## src/rtl/modular_addsub_pkg.sv

```systemverilog
package modular_addsub_pkg;

    typedef enum logic [2:0] {
        ST_IDLE   = 3'd0,
        ST_FIRST  = 3'd1,
        ST_REDUCE = 3'd2,
        ST_OUT_T1 = 3'd3,
        ST_OUT_T2 = 3'd4
    } mas_state_e;

endpackage

```

## src/rtl/mas_full_add.sv

```systemverilog
module mas_full_add (
    input  logic a_i,
    input  logic b_i,
    input  logic c_i,
    output logic s_o,
    output logic c_o
);
    assign s_o = a_i ^ b_i ^ c_i;
    assign c_o = (a_i & b_i) | (a_i & c_i) | (b_i & c_i);
endmodule

```

## src/rtl/mas_addsub_unit.sv

```systemverilog
// Ripple two's-complement adder/subtractor: b is inverted and the carry-in
// raised when sub_i is set.
module mas_addsub_unit #(
    parameter int W = 6
) (
    input  logic [W-1:0] a_i,
    input  logic [W-1:0] b_i,
    input  logic         sub_i,
    output logic [W-1:0] s_o
);
    logic [W-1:0] b_x;
    logic [W-1:0] cy;

    assign b_x   = b_i ^ {W{sub_i}};
    assign cy[0] = sub_i;

    for (genvar i = 0; i < W - 1; i++) begin : g_cell
        mas_full_add u_fa (
            .a_i (a_i[i]),
            .b_i (b_x[i]),
            .c_i (cy[i]),
            .s_o (s_o[i]),
            .c_o (cy[i+1])
        );
    end

    // Sign position: carry out of the top bit is not needed
    assign s_o[W-1] = a_i[W-1] ^ b_x[W-1] ^ cy[W-1];
endmodule

```

## src/rtl/mas_pick.sv

```systemverilog
// Chooses the corrected value: addition keeps t1 - p unless it went negative,
// subtraction keeps t1 unless it went negative.
module mas_pick (
    input  logic sub_mode_i,
    input  logic t1_neg_i,
    input  logic t2_neg_i,
    output logic take_t2_o
);
    assign take_t2_o = sub_mode_i ? t1_neg_i : ~t2_neg_i;
endmodule

```

## src/rtl/modular_addsub.sv

```systemverilog
module modular_addsub
    import modular_addsub_pkg::*;
#(
    parameter int OPW = 4,
    parameter int EXT = 2
) (
    input  logic           clk_i,
    input  logic           rst_i,
    input  logic           start_i,
    input  logic           mode_i,
    input  logic [OPW-1:0] x_i,
    input  logic [OPW-1:0] y_i,
    input  logic [OPW-1:0] p_i,
    output logic [OPW-1:0] t_o,
    output logic           done_o
);
    localparam int ACCW = OPW + EXT;

    typedef struct packed {
        mas_state_e      state;
        logic            mode;
        logic [OPW-1:0]  x;
        logic [OPW-1:0]  y;
        logic [OPW-1:0]  p;
        logic [ACCW-1:0] t1;
        logic [OPW-1:0]  res;
    } mas_regs_t;

    mas_regs_t r_d, r_q;

    logic [ACCW-1:0] op_a, op_b, op_s;
    logic            op_sub;
    logic            take_t2;

    // Operand steering for the shared unit
    always_comb begin
        if (r_q.state == ST_FIRST) begin
            op_a   = {{EXT{1'b0}}, r_q.x};
            op_b   = {{EXT{1'b0}}, r_q.y};
            op_sub = r_q.mode;
        end else begin
            op_a   = r_q.t1;
            op_b   = {{EXT{1'b0}}, r_q.p};
            op_sub = ~r_q.mode;
        end
    end

    mas_addsub_unit #(.W(ACCW)) u_unit (
        .a_i   (op_a),
        .b_i   (op_b),
        .sub_i (op_sub),
        .s_o   (op_s)
    );

    mas_pick u_pick (
        .sub_mode_i (r_q.mode),
        .t1_neg_i   (r_q.t1[ACCW-1]),
        .t2_neg_i   (op_s[ACCW-1]),
        .take_t2_o  (take_t2)
    );

    always_comb begin
        r_d = r_q;
        unique case (r_q.state)
            ST_IDLE: begin
                if (start_i) begin
                    r_d.mode  = mode_i;
                    r_d.x     = x_i;
                    r_d.y     = y_i;
                    r_d.p     = p_i;
                    r_d.state = ST_FIRST;
                end
            end
            ST_FIRST: begin
                r_d.t1    = op_s;
                r_d.state = ST_REDUCE;
            end
            ST_REDUCE: begin
                if (take_t2) begin
                    r_d.res   = op_s[OPW-1:0];
                    r_d.state = ST_OUT_T2;
                end else begin
                    r_d.res   = r_q.t1[OPW-1:0];
                    r_d.state = ST_OUT_T1;
                end
            end
            ST_OUT_T1, ST_OUT_T2: r_d.state = ST_IDLE;
            default:              r_d.state = ST_IDLE;
        endcase
    end

    always_ff @(posedge clk_i or posedge rst_i) begin
        if (rst_i) begin
            r_q <= '{state: ST_IDLE, default: '0};
        end else begin
            r_q <= r_d;
        end
    end

    assign t_o    = r_q.res;
    assign done_o = (r_q.state == ST_OUT_T1) || (r_q.state == ST_OUT_T2);
endmodule

```

## config.mk

```make
export PLATFORM = sky130hd
export DESIGN_NAME = modular_addsub
export DESIGN_NICKNAME = d
export VERILOG_FILES = /design/src/rtl/modular_addsub_pkg.sv /design/src/rtl/mas_full_add.sv /design/src/rtl/mas_addsub_unit.sv /design/src/rtl/mas_pick.sv /design/src/rtl/modular_addsub.sv
export SDC_FILE = /design/constraint.sdc
export NUM_CORES = 1
export LEC_CHECK = 0
export CELL_PAD_IN_SITES_DETAIL_PLACEMENT = 1
export CELL_PAD_IN_SITES_GLOBAL_PLACEMENT = 2
export CORE_ASPECT_RATIO = 1.4
export CORE_MARGIN = 4
export CORE_UTILIZATION = 31
export DETAILED_ROUTE_END_ITERATION = 8
export PLACE_DENSITY_LB_ADDON = 0.1
export SLEW_MARGIN = 20
export SYNTH_ARGS = -nofsm -noshare
export SYNTH_HDL_FRONTEND = slang
export SYNTH_SLANG_ARGS = --single-unit
```

## constraint.sdc

```tcl
create_clock -name clk_i -period 3.3 [get_ports clk_i]
set_input_delay 0.33 -clock clk_i [delete_from_list [all_inputs] [get_ports clk_i]]
set_output_delay 0.33 -clock clk_i [all_outputs]
set_load 0.02 [all_outputs]
```

==> qor.yml, run 1 <==
worst_setup_path:
  crit_slowest_cell: "or3b_4"
  rr_startpoint: "r_q[24]$_DFFE_PP0P_"
  regToRegSetupSlack_ps: 100
  cpPeakStageDelay_ps: 450
  crit_type: "flip-flop to flip-flop"
  r2r_cells: 13
  arrival_ps: 3360
  crit_fanout: 6
  crit_family: "adder cells"
  cp-end-kind: "flip-flop"
  path_cells: "or3b_4, nand2_2, o21ai_4, xnor2_2, fa_2, fa_2, inv_2, fa_2, fa_2, nor2_4, xor2_4, mux2i_1, o21ai_1"
  r2r_end: "t_o[2]$_DFFE_PP0N_"
  critPathLaunchType: "flip-flop"
  required_ps: 3460
  crit_top_cell: "fa_2"
  crit_buf_inv: 1
timing:
  finalClockSkew_ps: 2.76
  fmax_mhz: 313
  whs_ps: 447
  report.final.slew_viol_count: 0
  finalCriticalPeriod_ps: 3200
  tightest_slew_ps: 934
  post-route-period-util_pct: 96.9
  hold_viol_final: 0
  setup_viol: 0
  setup_tns_ps: 0
  slew_headroom_pct: 37.4
  rsz0062_at_grt: "yes"
synth:
  synth_area_um2: 1370
  synth-seq-area-share_pct: 47.4
  yosysUniqueCellTypes: 31
  syn-num-nets: 139
  ys_warn_count: 0
  synth-seq-cells: 26
  syn_inst: 119
  syn_avg_cell_area_um2: 11.5
cells_and_area:
  num_antenna_cells: 0
  fin_nets: 165
  n_fill_cell: 468
  design_area_um2: 1790
  drive_gt1_share_pct: 30.6
  area_growth_pct: 30.2
floorplanning:
  initial_core_util_pct: 32.4
  die_width_um: 64.2
  dieArea_um2: 5570
  ios: 21
  rows: 28
  fp.dieH_um: 86.7
  core_um2: 4240
placed_design:
  dp_hpwl_um: 2280
  portBuffers: 20
  place_area_um2: 1650
  gp_congestion: 0.709
route:
  maxUsedRoutingLayer: "met4"
  dr_wl_met3_um: 75
  drc: 0
  drt-total-wl_um: 2850
  dr_wl_met2_um: 1560
  wire_per_inst_um: 14.0
  drt_iter0_markers: 18
  wl_met1_um: 1170
  vias: 913
  drtAntennaViolNets: 0
  routed_via_density: 4.48
  drt-pass1-iter-count: 3
flow_run:
  drv_cap: 0
cts:
  clkLatencyLatePin_ps: 270
  clock-sinks: 26
  cts_buffers: 3
  ctsRootBufferMaster: "clkbuf_8"
  htreeDepth: 1
  hold_buffers: 0
  clockBufferDepth: 2
  tritoncts: "built"
  path_clk_slew_ps: 100
global_route:
  antenna_found_initial: 0
  grt.total_usage_pct: 11.7
  grt_max_degree: 27
  grt_pass1_wl_um: 5000
  grt_pass1_vias: 1034
  overflow: 0
status:
  outcome: "finished, final reports clean"
min_path:
  hold_path_class: "input pin to async pin"
state kept, by name, indices dropped and copies added (netlist names):
register and count:
t_o 4, r_q 22
cell families (layout without fill, tap and decap cells):
kind of cell	after synthesis	after routing	synth area share (%)
adders and majority gates	4	4	5.83
and+or+nand+nor	35	35	13.2
xor gates and xnor gates	8	8	5.65
buffers and inverters	11	36	5.56
DFF	26	26	47.4
AOI/OAI and AO/OA	17	17	8.02
muxes	18	18	14.3
stage by stage:
| step | setup slack [ps] | utilization, % | instances |
|---|---|---|---|
| 6_report | 102 | 42.1 | 204 |
| 5_1_grt | -53.4 | 42.1 | 204 |
| 4_1_cts | -0.0768 | 40.8 | 203 |
| 3_5_place_dp | -36.5 | 39.0 | 199 |
| 3_3_place_gp | 50.6 | 39.0 | 199 |
| 2_1_floorplan | 9.51 | - | 119 |
metal layers:
layer,vias to the layer above,track usage (%)
li1,443,-
met1,450,13.9
met2,15,21.0
met3,5,2.20
met4,0,4.04
met5,-,0
worst max path at each step:
stage | startpoint | endpoint | slack [ps] | cells after the start
CTS | r_q[24]$_DFFE_PP0P_ | t_o[0]$_DFFE_PP0N_ | -0.08 | 13
global placement | r_q[24]$_DFFE_PP0P_ | t_o[2]$_DFFE_PP0N_ | 50 | 13
detailed placement | r_q[24]$_DFFE_PP0P_ | t_o[1]$_DFFE_PP0N_ | -40 | 13
global route | r_q[23]$_DFFE_PP0P_ | t_o[1]$_DFFE_PP0N_ | -50 | 13
floorplan | r_q[24]$_DFFE_PP0P_ | t_o[1]$_DFFE_PP0N_ | 10 | 14
finish | r_q[24]$_DFFE_PP0P_ | t_o[2]$_DFFE_PP0N_ | 100 | 13
repair_timing:
action,CTS,global route
pin swaps,0,4
resized for setup,1,16
setup buffers,0,1
setup endpoints to repair,4,6
Yosys cell counts:
cell type   n  area, um^2
nand2b_1    1        6.26
or3b_1      1        8.76
buf_6       2        22.5
nor4b_4     1        23.8
dfrtp_1    26         651
nor2_4      1        11.3
o21ai_0     4        20.0
fa_1        4        80.1
buf_4       5        37.5
xor2_2      1        16.3
o21ai_1     3        15.0
xnor2_1     6        52.6
nor2_2      1        6.26
nor2_1      4        15.0
a21boi_0    1        7.51
mux2_2     13         146
o31ai_1     2        15.0
o21ai_2     2        17.5
o22ai_1     1        6.26
a21oi_1     1        5.00
nand2_1    23        86.3
nand3_1     1        5.00
inv_1       3        11.3
and2_1      1        6.26
o21bai_1    1        7.51
mux2i_1     5        50.1
o211ai_1    1        7.51
xor2_1      1        8.76
buf_2       1        5.00
a21oi_2     1        8.76
nor3b_2     1        12.5
placed cells by master, fill, tap and decap left out, drive strengths merged, types with 2 or more instances in the layout:
master,n
dfrtp,26
nand2,23
clkdlybuf4s50,20
mux2,13
buf,9
o21ai,9
nor2,6
xnor2,6
mux2i,5
fa,4
clkbuf,3
o31ai,2
xor2,2
a21oi,2
inv,2
cell type report:
cell class | instances | area, um^2 | area share, %
inverter | 3 | 11.3 | 0.630
timing repair buffer | 29 | 280 | 15.7
clock buffer | 3 | 41.3 | 2.31
multi-input combinational | 82 | 698 | 39.1
sequential | 26 | 651 | 36.4
clock inverter | 1 | 30.0 | 1.68
tap | 60 | 75.1 | 4.20
Power of run 1 is left out: the tool's default activity adds up to more than one toggle a clock period on the data nets, which glitch-free logic cannot reach.
==> inputs of run 2 (changes only) <==
--- a/config.mk
+++ b/config.mk
@@ -5,14 +5,14 @@
 export SDC_FILE = /design/constraint.sdc
 export NUM_CORES = 1
 export LEC_CHECK = 0
+export ABC_AREA = 1
 export CELL_PAD_IN_SITES_DETAIL_PLACEMENT = 1
 export CELL_PAD_IN_SITES_GLOBAL_PLACEMENT = 2
 export CORE_ASPECT_RATIO = 1.4
 export CORE_MARGIN = 4
-export CORE_UTILIZATION = 31
+export CORE_UTILIZATION = 30
 export DETAILED_ROUTE_END_ITERATION = 8
 export PLACE_DENSITY_LB_ADDON = 0.1
-export SLEW_MARGIN = 20
 export SYNTH_ARGS = -nofsm -noshare
 export SYNTH_HDL_FRONTEND = slang
 export SYNTH_SLANG_ARGS = --single-unit
==> constraint.sdc (replaced) <==
create_clock -name clk_i -period 2.85 [get_ports clk_i]
set_input_delay 0.285 -clock clk_i [delete_from_list [all_inputs] [get_ports clk_i]]
set_output_delay 0.285 -clock clk_i [all_outputs]
set_load 0.02 [all_outputs]
==> run 2 against run 1 <==
Effect of this change: non-clock buffer count grew 12; largest cell class unchanged; critical endpoint is now t_o[0]$_DFFE_PP0N_; synthesized cell count grew 24%; worst hold slack lost 76 ps; register-to-register slack lost 90 ps; first-iteration DRC count grew 22%.
==> qor.yml, run 2 <==
status:
  outcome: "finished, final reports clean"
worst_setup_path:
  arrival_ps: 3000
  required_ps: 3010
  rr_startpoint: "r_q[25]$_DFFE_PP0P_"
  r2r_cells: 15
  r2r_end: "t_o[0]$_DFFE_PP0N_"
  critPathLaunchType: "flip-flop"
  crit_type: "flip-flop to flip-flop"
  regToRegSetupSlack_ps: 10
  cp-end-kind: "flip-flop"
  crit_fanout: 5
global_route:
  overflow: 0
  grt.total_usage_pct: 13.1
  grt_pass1_vias: 1280
  antenna_found_initial: 0
  grt_max_degree: 27
  grt_pass1_wl_um: 5940
cells_and_area:
  n_fill_cell: 548
  regMostFlops: "r_q"
  final_cell_mix: "dfrtp_1, nand2_1, clkdlybuf4s50_1"
  area_growth_pct: 33.7
  fin_nets: 206
  final_common_cell: "dfrtp_1"
  layout.cells.non_filler: 246
  num_antenna_cells: 0
  largest_reg_flops: 22
  drive_gt1_share_pct: 34.2
placed_design:
  dp_cells: 238
  dp_hpwl_um: 2620
  gp_congestion: 0.805
  portBuffers: 20
  place_ws_ps: -200
cts:
  path_clk_slew_ps: 90
  htreeDepth: 1
  clockBufferDepth: 2
  hold_buffers: 0
  cts_buffers: 3
  clock-sinks: 26
  clkLatencyLatePin_ps: 270
  ctsRootBufferMaster: "clkbuf_8"
  tritoncts: "built"
flow_run:
  drv_cap: 0
pwr:
  p_int_mw: 1.48
  p_sw_share_pct: 45.8
  combPwrFrac_pct: 67.4
  peakVddDrop_mv: 0.476
  power_leakage_nw: 0.870
  p_seq_share_pct: 24.6
  powerDensity_nw_per_um2: 1430
  switching_power_mw: 1.25
  power_frac_clock_pct: 7.9
floorplanning:
  core_um2: 4570
  die_width_um: 66.3
  dieArea_um2: 5940
  ios: 21
  rows: 29
  initial_core_util_pct: 31.2
  fp.dieH_um: 89.6
synth:
  yosys-top-cells-count: "dfrtp_1, nand2_1, inv_1, nand3_1, o21ai_0"
  syn_inst: 147
  yosysUniqueCellTypes: 24
  synth_top_area_share_pct: 45.6
  synth-seq-area-share_pct: 45.6
  syn_avg_cell_area_um2: 9.71
  synth_area_leaders: "dfrtp_1, nand2_1, mux2_2"
  ys_warn_count: 0
  synth-seq-cells: 26
  synth-main-ff-cell: "dfrtp_1"
  synth_largest_area_cell: "dfrtp_1"
  syn-num-nets: 167
  synth_area_um2: 1430
  synth_edf_count: 0
  synthArstFlopShare_pct: 100
timing:
  setup_viol: 0
  rsz0062_at_grt: "yes"
  worst_slack_ps: 9.67
  tightest_slew_ps: 643
  report.final.slew_viol_count: 0
  finalCriticalPeriod_ps: 2840
  hold_viol_final: 0
  post-route-period-util_pct: 99.7
  finalClockSkew_ps: 3.53
  fmax_mhz: 352
  whs_ps: 370
  slew_headroom_pct: 56.9
route:
  drt-pass1-iter-count: 4
  dr_wl_met2_um: 1850
  drt-total-wl_um: 3360
  dr_wl_met3_um: 86
  routed_via_density: 4.75
  drtAntennaViolNets: 0
  drc: 0
  maxUsedRoutingLayer: "met4"
  wl_met1_um: 1380
  vias: 1168
  drt_iter0_markers: 22
  wire_per_inst_um: 13.7
min_path:
  hold_path_class: "input pin to async pin"
## run 2: cell count changes after synthesis, moves of 5 or more
cell     previous run  this run
nand3_1             1        13
inv_1               3        13
o21ai_0             4        13
nand4_1             0         8
xnor2_1             6         0
mux2_2             13         8
mux2i_1             5         0
## run 2: cell families (layout without fill, tap and decap cells)
| logic type | count (synthesis) | in the layout | share of synthesized area, % |
|---|---|---|---|
| compound gates | 17 | 17 | 5.96 |
| simple gates | 64 | 65 | 25.4 |
| fa+ha+maj | 4 | 4 | 5.61 |
| mux | 9 | 9 | 7.10 |
| xor+xnor | 3 | 3 | 1.84 |
| buf+inv | 24 | 60 | 8.50 |
| flops | 26 | 26 | 45.6 |
## run 2: through the flow
stage / util, % / power [mW] / instance area, um^2 / setup TNS, ps
global route: 41.8 / 3.03 / 1910 / -938
floorplan: - / 1.83 / 1430 / 0
detailed placement: 38.9 / 2.38 / 1780 / -1160
finish: 41.8 / 2.72 / 1910 / 0
global placement: 38.9 / 2.32 / 1780 / -403
CTS: 40.7 / 2.70 / 1860 / -196
## run 2: critical path: stages, from the launching register on
cell	delay (ps)
dfrtp_1	410
inv_2	120
nand3_4	130
o21ai_2	150
xor2_1	210
fa_2	250
fa_2	190
inv_2	40
fa_2	340
fa_2	390
inv_2	100
nand3_4	90
nand3_4	100
nand2_4	80
nand3_1	80
nand3_1	70
## run 2: area by class of cell
| class | instances | area, um^2 | share of cell area, % |
|---|---|---|---|
| clock buffers | 3 | 41.3 | 2.16 |
| repair buffers | 41 | 365 | 19.1 |
| well taps | 62 | 77.6 | 4.06 |
| flip-flops and latches | 26 | 652 | 34.1 |
| multi-input cells | 98 | 713 | 37.4 |
| inverters | 16 | 60.1 | 3.15 |
## run 2: power groups by stage
stage               Sequential (mW)  Clock (mW)  Combinational, mW
floorplan                     0.636           0               1.19
detailed placement            0.670           0               1.71
global route                  0.696       0.238               2.09
finish                        0.671       0.216               1.84
global placement              0.664           0               1.65
CTS                           0.667       0.220               1.82
## run 2: worst max path at each step
stage               cells after the start                 end           startpoint
floorplan                              16  t_o[0]$_DFFE_PP0N_  r_q[25]$_DFFE_PP0P_
global placement                       16  t_o[3]$_DFFE_PP0N_  r_q[25]$_DFFE_PP0P_
detailed placement                     16  t_o[0]$_DFFE_PP0N_  r_q[25]$_DFFE_PP0P_
CTS                                    17  t_o[0]$_DFFE_PP0N_  r_q[25]$_DFFE_PP0P_
global route                           17  t_o[1]$_DFFE_PP0N_  r_q[25]$_DFFE_PP0P_
finish                                 15  t_o[0]$_DFFE_PP0N_  r_q[25]$_DFFE_PP0P_
## run 2: per-layer routing
metal  vias to the layer above  track usage, %
met3                         5            1.87
met2                        21            24.6
met5                         -               0
met4                         0            4.44
met1                       579            15.1
li1                        563               -
## run 2: timing repair
item | CTS | global route
endpoints found under the setup margin | 8 | 9
gates resized for setup | 8 | 12
gates cloned | 1 | 0
pin swaps | 6 | 6
buffers inserted | 2 | 2
(Power assumes the default switching activity.)
